### src/rtl/rb_pkg.sv
package rb_pkg;

    // AHB transfer-type encodings
    localparam logic [1:0] TR_IDLE   = 2'b00;
    localparam logic [1:0] TR_BUSY   = 2'b01;
    localparam logic [1:0] TR_NONSEQ = 2'b10;
    localparam logic [1:0] TR_SEQ    = 2'b11;

    // Conversion sequence states
    typedef enum logic [2:0] {
        ST_IDLE   = 3'd0,  // free, zero-wait OKAY
        ST_CAPT   = 3'd1,  // AHB data phase: write data captured
        ST_WSETUP = 3'd2,  // waiting for a strobe to open setup
        ST_SETUP  = 3'd3,  // select up, enable down
        ST_ACCESS = 3'd4,  // select and enable up
        ST_RESP   = 3'd5,  // OKAY response, free again
        ST_ERR1   = 3'd6,  // first error cycle, stalled
        ST_ERR2   = 3'd7   // second error cycle, free again
    } rb_state_e;

    // Control captured with the address
    typedef struct packed {
        logic wr;   // direction
        logic hit;  // address decoded to a peripheral
    } rb_attr_t;

    function automatic logic rb_is_real(input logic [1:0] tr);
        return tr[1];
    endfunction

    function automatic logic rb_side_free(input rb_state_e s);
        return (s == ST_IDLE) || (s == ST_RESP) || (s == ST_ERR2);
    endfunction

    function automatic logic rb_is_err(input rb_state_e s);
        return (s == ST_ERR1) || (s == ST_ERR2);
    endfunction

endpackage

### src/rtl/rb_tick_gen.sv
module rb_tick_gen #(
    parameter int DIV = 2
) (
    input  logic clk,
    input  logic rst,
    output logic tick
);
    localparam int CW = (DIV > 1) ? $clog2(DIV) : 1;
    localparam logic [CW-1:0] LAST = CW'(DIV - 1);

    logic [CW-1:0] cnt_q;

    always_ff @(posedge clk) begin
        if (rst) begin
            cnt_q <= '0;
        end else if (cnt_q == LAST) begin
            cnt_q <= '0;
        end else begin
            cnt_q <= cnt_q + CW'(1);
        end
    end

    assign tick = (cnt_q == LAST);

endmodule

### src/rtl/rb_slot_decode.sv
module rb_slot_decode #(
    parameter int ADDR_W   = 12,
    parameter int WIN_BITS = 8,
    parameter int NP       = 4
) (
    input  logic [ADDR_W-1:0] addr,
    output logic [NP-1:0]     onehot,
    output logic              hit
);
    localparam int SW = ADDR_W - WIN_BITS;

    logic [SW-1:0] slot;
    assign slot = addr[ADDR_W-1:WIN_BITS];

    for (genvar i = 0; i < NP; i++) begin : g_slot
        assign onehot[i] = (slot == SW'(i));
    end

    assign hit = |onehot;

endmodule

### src/rtl/rb_seq_fsm.sv
module rb_seq_fsm
    import rb_pkg::*;
(
    input  logic       clk,
    input  logic       rst,
    input  logic       ahb_sel,
    input  logic [1:0] ahb_trans,
    input  logic       ahb_ready_in,
    input  logic       hit,
    input  logic       tick,
    input  logic       apb_ready,
    input  logic       apb_err,
    output logic       accept,
    output logic       data_phase,
    output logic       load_apb,
    output logic       finish,
    output logic       penable,
    output logic       ready_out,
    output logic       err_out
);
    rb_state_e state_q, state_d;
    logic      penable_q;

    assign accept = rb_side_free(state_q) & ahb_sel & ahb_ready_in
                  & rb_is_real(ahb_trans);

    always_comb begin
        state_d  = state_q;
        load_apb = 1'b0;
        finish   = 1'b0;
        unique case (state_q)
            ST_IDLE, ST_RESP, ST_ERR2: state_d = accept ? ST_CAPT : ST_IDLE;
            ST_CAPT:   state_d = hit ? ST_WSETUP : ST_ERR1;
            ST_WSETUP: if (tick) begin
                           load_apb = 1'b1;
                           state_d  = ST_SETUP;
                       end
            ST_SETUP:  if (tick) state_d = ST_ACCESS;
            ST_ACCESS: if (tick && apb_ready) begin
                           finish  = 1'b1;
                           state_d = apb_err ? ST_ERR1 : ST_RESP;
                       end
            ST_ERR1:   state_d = ST_ERR2;
            default:   state_d = ST_IDLE;
        endcase
    end

    always_ff @(posedge clk) begin
        if (rst) begin
            state_q   <= ST_IDLE;
            penable_q <= 1'b0;
        end else begin
            state_q   <= state_d;
            penable_q <= (state_d == ST_ACCESS);
        end
    end

    assign data_phase = (state_q == ST_CAPT);
    assign penable    = penable_q;
    assign ready_out  = rb_side_free(state_q);
    assign err_out    = rb_is_err(state_q);

endmodule

### src/rtl/ahb2apb_ratebridge.sv
module ahb2apb_ratebridge
    import rb_pkg::*;
#(
    parameter int ADDR_W     = 12,
    parameter int DATA_W     = 32,
    parameter int NUM_PERIPH = 4,
    parameter int WIN_BITS   = 8,
    parameter int APB_DIV    = 2
) (
    input  logic                  clk,
    input  logic                  rst,
    input  logic                  ahb_sel,
    input  logic [ADDR_W-1:0]     ahb_addr,
    input  logic [1:0]            ahb_trans,
    input  logic                  ahb_write,
    input  logic [DATA_W-1:0]     ahb_wdata,
    input  logic                  ahb_ready_in,
    output logic                  ahb_ready_out,
    output logic                  ahb_err,
    output logic [DATA_W-1:0]     ahb_rdata,
    output logic                  apb_tick,
    output logic [NUM_PERIPH-1:0] apb_sel,
    output logic                  apb_enable,
    output logic [ADDR_W-1:0]     apb_addr,
    output logic                  apb_write,
    output logic [DATA_W-1:0]     apb_wdata,
    input  logic [DATA_W-1:0]     apb_rdata,
    input  logic                  apb_ready,
    input  logic                  apb_err
);
    // Decode and strobe
    logic [NUM_PERIPH-1:0] dec_onehot;
    logic                  dec_hit;
    logic                  tick;

    rb_tick_gen #(.DIV(APB_DIV)) u_tick (
        .clk (clk),
        .rst (rst),
        .tick(tick)
    );

    rb_slot_decode #(
        .ADDR_W  (ADDR_W),
        .WIN_BITS(WIN_BITS),
        .NP      (NUM_PERIPH)
    ) u_dec (
        .addr  (ahb_addr),
        .onehot(dec_onehot),
        .hit   (dec_hit)
    );

    // Captured request
    logic [ADDR_W-1:0]     addr_q;
    rb_attr_t              attr_q;
    logic [NUM_PERIPH-1:0] onehot_q;
    logic [DATA_W-1:0]     wdata_q;

    // Sequencer handshakes
    logic accept, data_phase, load_apb, finish;

    rb_seq_fsm u_fsm (
        .clk         (clk),
        .rst         (rst),
        .ahb_sel     (ahb_sel),
        .ahb_trans   (ahb_trans),
        .ahb_ready_in(ahb_ready_in),
        .hit         (attr_q.hit),
        .tick        (tick),
        .apb_ready   (apb_ready),
        .apb_err     (apb_err),
        .accept      (accept),
        .data_phase  (data_phase),
        .load_apb    (load_apb),
        .finish      (finish),
        .penable     (apb_enable),
        .ready_out   (ahb_ready_out),
        .err_out     (ahb_err)
    );

    // Address phase capture
    always_ff @(posedge clk) begin
        if (rst) begin
            addr_q   <= '0;
            attr_q   <= '0;
            onehot_q <= '0;
        end else if (accept) begin
            addr_q   <= ahb_addr;
            attr_q   <= '{wr: ahb_write, hit: dec_hit};
            onehot_q <= dec_onehot;
        end
    end

    // Data phase capture
    always_ff @(posedge clk) begin
        if (rst) begin
            wdata_q <= '0;
        end else if (data_phase) begin
            wdata_q <= ahb_wdata;
        end
    end

    // Peripheral-side registers, loaded only on strobe edges
    logic [NUM_PERIPH-1:0] sel_q;
    logic [ADDR_W-1:0]     paddr_q;
    logic                  pwrite_q;
    logic [DATA_W-1:0]     pwdata_q;
    logic [DATA_W-1:0]     rdata_q;

    always_ff @(posedge clk) begin
        if (rst) begin
            sel_q    <= '0;
            paddr_q  <= '0;
            pwrite_q <= 1'b0;
            pwdata_q <= '0;
        end else if (load_apb) begin
            sel_q    <= onehot_q;
            paddr_q  <= addr_q;
            pwrite_q <= attr_q.wr;
            pwdata_q <= wdata_q;
        end else if (finish) begin
            sel_q    <= '0;
        end
    end

    always_ff @(posedge clk) begin
        if (rst) begin
            rdata_q <= '0;
        end else if (finish && !attr_q.wr) begin
            rdata_q <= apb_rdata;
        end
    end

    assign apb_tick  = tick;
    assign apb_sel   = sel_q;
    assign apb_addr  = paddr_q;
    assign apb_write = pwrite_q;
    assign apb_wdata = pwdata_q;
    assign ahb_rdata = rdata_q;

endmodule

### config.mk
export PLATFORM = sky130hd
export DESIGN_NAME = ahb2apb_ratebridge
export DESIGN_NICKNAME = d
export VERILOG_FILES = /design/src/rtl/rb_pkg.sv /design/src/rtl/rb_tick_gen.sv /design/src/rtl/rb_slot_decode.sv /design/src/rtl/rb_seq_fsm.sv /design/src/rtl/ahb2apb_ratebridge.sv
export SDC_FILE = /design/constraint.sdc
export NUM_CORES = 1
export LEC_CHECK = 0
export ABC_AREA = 1
export BUFFER_PORTS_ARGS = -buffer_cell sky130_fd_sc_hd__buf_2
export CAP_MARGIN = 20
export CORE_AREA = 2 2 144 146
export CTS_BUF_LIST = sky130_fd_sc_hd__clkbuf_2 sky130_fd_sc_hd__clkbuf_4 sky130_fd_sc_hd__clkbuf_8
export CTS_CLUSTER_DIAMETER = 40
export DETAILED_ROUTE_END_ITERATION = 8
export DIE_AREA = 0 0 146 148
export GPL_TIMING_DRIVEN = 0
export PLACE_DENSITY = 0.57
export SLEW_MARGIN = 20
export SYNTH_ARGS = -nofsm -noshare
export SYNTH_HDL_FRONTEND = slang
export SYNTH_SLANG_ARGS = --single-unit
### constraint.sdc
create_clock -name clk -period 1.49 [get_ports clk]
set_clock_uncertainty 0.05 [all_clocks]
set_input_delay 0 -clock clk [delete_from_list [all_inputs] [get_ports clk]]
set_output_delay 0 -clock clk [all_outputs]
set_load 0.01 [all_outputs]
==> metrics.csv <==
stage,metric,value,unit
route,ant_nets,0,
global_routing,antenna_found_initial,0,
die,rows,52,
timing,fmax,672,MHz
route,post_drt_wl_per_cell,13.5,um
timing,rsz0062_at_grt,true,
clocking,tritoncts,done,
timing,setup_violations,0,
place,dpl_cell_area,0.00608,mm2
place,place_congestion,0.800,
finish,design_area,0.00768,mm2
worst_setup_path,cp-start-kind,flop,
worst_setup_path,worstSetupStartpoint,u_fsm.state_q[0],
synthesis,yosys_warnings,0,
clocking,numCtsBuffers,17,
place,portBuffers,168,
route,drc,0,
finish,fin_util,38.3,%
die,fp.dieH,148,um
global_routing,grt_pass1_vias,4776,
finish,antenna_cells,0,
global_routing,grtUsageTotal,14.7,%
worst_setup_path,cp_cell_sequence,"buf_12, nor3_4, nand3_4, buf_4, o21ai_1, nor2_1",
clocking,clk_pin_slew,0.08,ns
status,status,"finished, final reports clean",
finish,layout.cells.non_filler,1183,
worst_setup_path,cpPeakStageDelay,0.37,ns
synthesis,synth-simple-area-share,16.9,%
place,place_hpwl,10600,um
global_routing,gr-total-overflow,0,
die,io_pins,170,
die,start_util,24.5,%
synthesis,synth_seq_cells,136,
global_routing,grt_pass1_wl,24700,um
finish,layout_commonest_cell,buf_2,
timing,finalMaxSlewViolations,0,
die,die_w,146,um
route,drt-total-wl,16000,um
worst_setup_path,critPathRequiredTime,1.78,ns
timing,hold_ws,0.0377,ns
synthesis,syn_area,0.00490,mm2
synthesis,syn_inst,620,
synthesis,synth_mux_area_share,0,%
die,core,0.0200,mm2
route,first_pass_iters,4,
route,vias,5010,
min_path,min_delay_path_depth,7,
power,total_leakage_power,3.46,nW
worst_setup_path,worst_setup_path_end_kind,flop,
timing,slew_headroom,60.0,%
synthesis,synth_fa_ha_area_share,0,%
synthesis,synth.avg_cell_area,7.90,um2
finish,syn_to_final_growth,56.8,%
die,dieArea,0.0216,mm2
clocking,cts_root_buffer,clkbuf_8,
global_routing,grt_start_max_net_pins,17,
timing,finalSetupTns,0,ns
timing,hold_viol,0,
clocking,cts_buffer_depth,2,
synthesis,yosysSeqAreaShare,55.6,%
flow_run,maxCapViolations,0,
synthesis,syn_nets,705,
clocking,clk_latency,0.45,ns
power,max-vdd-ir-drop,0.493,mV
synthesis,synth_top_family_by_area,compound AO/OA/AOI/OAI gates,
route,viasPerCell,4.23,
clocking,cts.sinks,136,
min_path,hp-class,in -> reg,
finish,nNetsFinal,985,
clocking,htree_levels,4,
timing,worst_pin_slew,0.599,ns
worst_setup_path,slowest_stage,dfxtp_4,
finish,final_cell_mix,"buf_2, dfxtp_1, nor2_1, dlygate4sd3_1, a21oi_1",
worst_setup_path,regToRegStartpoint,u_fsm.state_q[0],
worst_setup_path,crit_arrival,1.77,ns
finish,drive_above_1_share,28.6,%
place,placed_cells,1058,
timing,fin_crit_sh,99.8,%
worst_setup_path,critPathKind,reg -> reg,
worst_setup_path,cp_max_fo,7,
synthesis,synth.distinct_cells,21,
synthesis,synth_xor_area_share,0,%
finish,fill_cells,2144,
timing,min_period,1.49,ns
power,cellPowerDensity,1050,mW/mm2
synthesis,synth_compound_area_share,19.5,%
min_path,hp-start,ahb_sel,
route,drt_iter0_markers,144,
worst_setup_path,reg2reg_depth,6,
## area by class of cell
| cell class | count | area [um2] | share of cell area (%) |
|---|---|---|---|
| plain buffers | 38 | 297 | 3.86 |
| clock buffers | 19 | 255 | 3.32 |
| clock inverters | 13 | 170 | 2.21 |
| inverters | 57 | 224 | 2.91 |
| multi-input cells | 388 | 1850 | 24.1 |
| flip-flops and latches | 136 | 2740 | 35.6 |
| well taps | 270 | 338 | 4.40 |
| repair buffers | 262 | 1820 | 23.6 |
## report_power, final
part	total (W)	switching, W	leakage [nW]	internal [W]
registers	0.00383	0.0000587	1.10	0.00377
clock network	0.00328	0.00154	0.207	0.00174
logic	0.000955	0.000490	2.15	0.000465
## worst paths after layout
kind	end	slack (ns)
hold reg to reg	apb_wdata[21]	0.40
setup reg to reg	ahb_rdata[16]	0.003
hold / removal	u_fsm.state_q[0]	0.04
setup / recovery	ahb_rdata[16]	0.003
## logic make-up after synthesis
logic type | after synthesis
flops | 136
compound gates | 190
simple gates | 198
buf+inv | 96
## Yosys cell counts
| library cell | count | area share, % |
|---|---|---|
| nand2_1 | 51 | 3.9 |
| inv_2 | 4 | 0.31 |
| nor2_4 | 1 | 0.23 |
| nor3b_1 | 1 | 0.15 |
| a21oi_1 | 78 | 8.0 |
| nand3_1 | 9 | 0.92 |
| o21ai_1 | 19 | 1.9 |
| dfxtp_1 | 136 | 56 |
| nor2_1 | 124 | 9.5 |
| nand2_4 | 1 | 0.23 |
| clkbuf_1 | 18 | 1.4 |
| inv_1 | 53 | 4.1 |
| buf_2 | 14 | 1.4 |
| clkbuf_2 | 3 | 0.31 |
| buf_4 | 4 | 0.61 |
| nand3_2 | 2 | 0.41 |
| o21ai_0 | 92 | 9.4 |
| nor3_1 | 1 | 0.10 |
| nand4_1 | 6 | 0.77 |
| o21ai_2 | 1 | 0.18 |
| nor3_4 | 2 | 0.66 |
## sequential cells by signal (all words and copies together) (netlist names)
register	count
attr_q	2
apb_wdata	32
apb_sel	4
addr_q	12
u_tick.tick	1
onehot_q	4
apb_addr	12
u_fsm.penable	1
apb_write	1
ahb_rdata	32
wdata_q	32
u_fsm.state_q	3
## what timing repair did
item | in CTS | in global routing
resized for setup | 31 | 71
setup endpoints to repair | 129 | 121
buffers inserted | 4 | 3
hold endpoints to repair | 85 | 0
pin swaps | 2 | 9
hold buffers | 85 | 0
gates cloned | 0 | 2
## metrics by stage
stage                     power (W)  setup slack (ns)
after CTS                   0.00815         -0.000758
after global routing        0.00849           -0.0747
after detailed placement    0.00461            -0.379
after global placement      0.00460            -0.406
after floorplan             0.00430            0.0883
final                       0.00807           0.00254
## critical path, delay by kind of cell (launching register included)
| kind | cells | cell delay (ns) |
|---|---|---|
| DFF | 1 | 0.37 |
| AOI/OAI and AO/OA | 1 | 0.13 |
| and+or+nand+nor | 3 | 0.48 |
| buffers and inverters | 2 | 0.34 |
## routing by layer
layer  track usage (%)  part of all wire, %
met1              19.0                   47
met2              23.4                   46
met3              4.72                  5.9
met4              4.42                  1.3
met5                 0                    0
(Power assumes the default switching activity.)
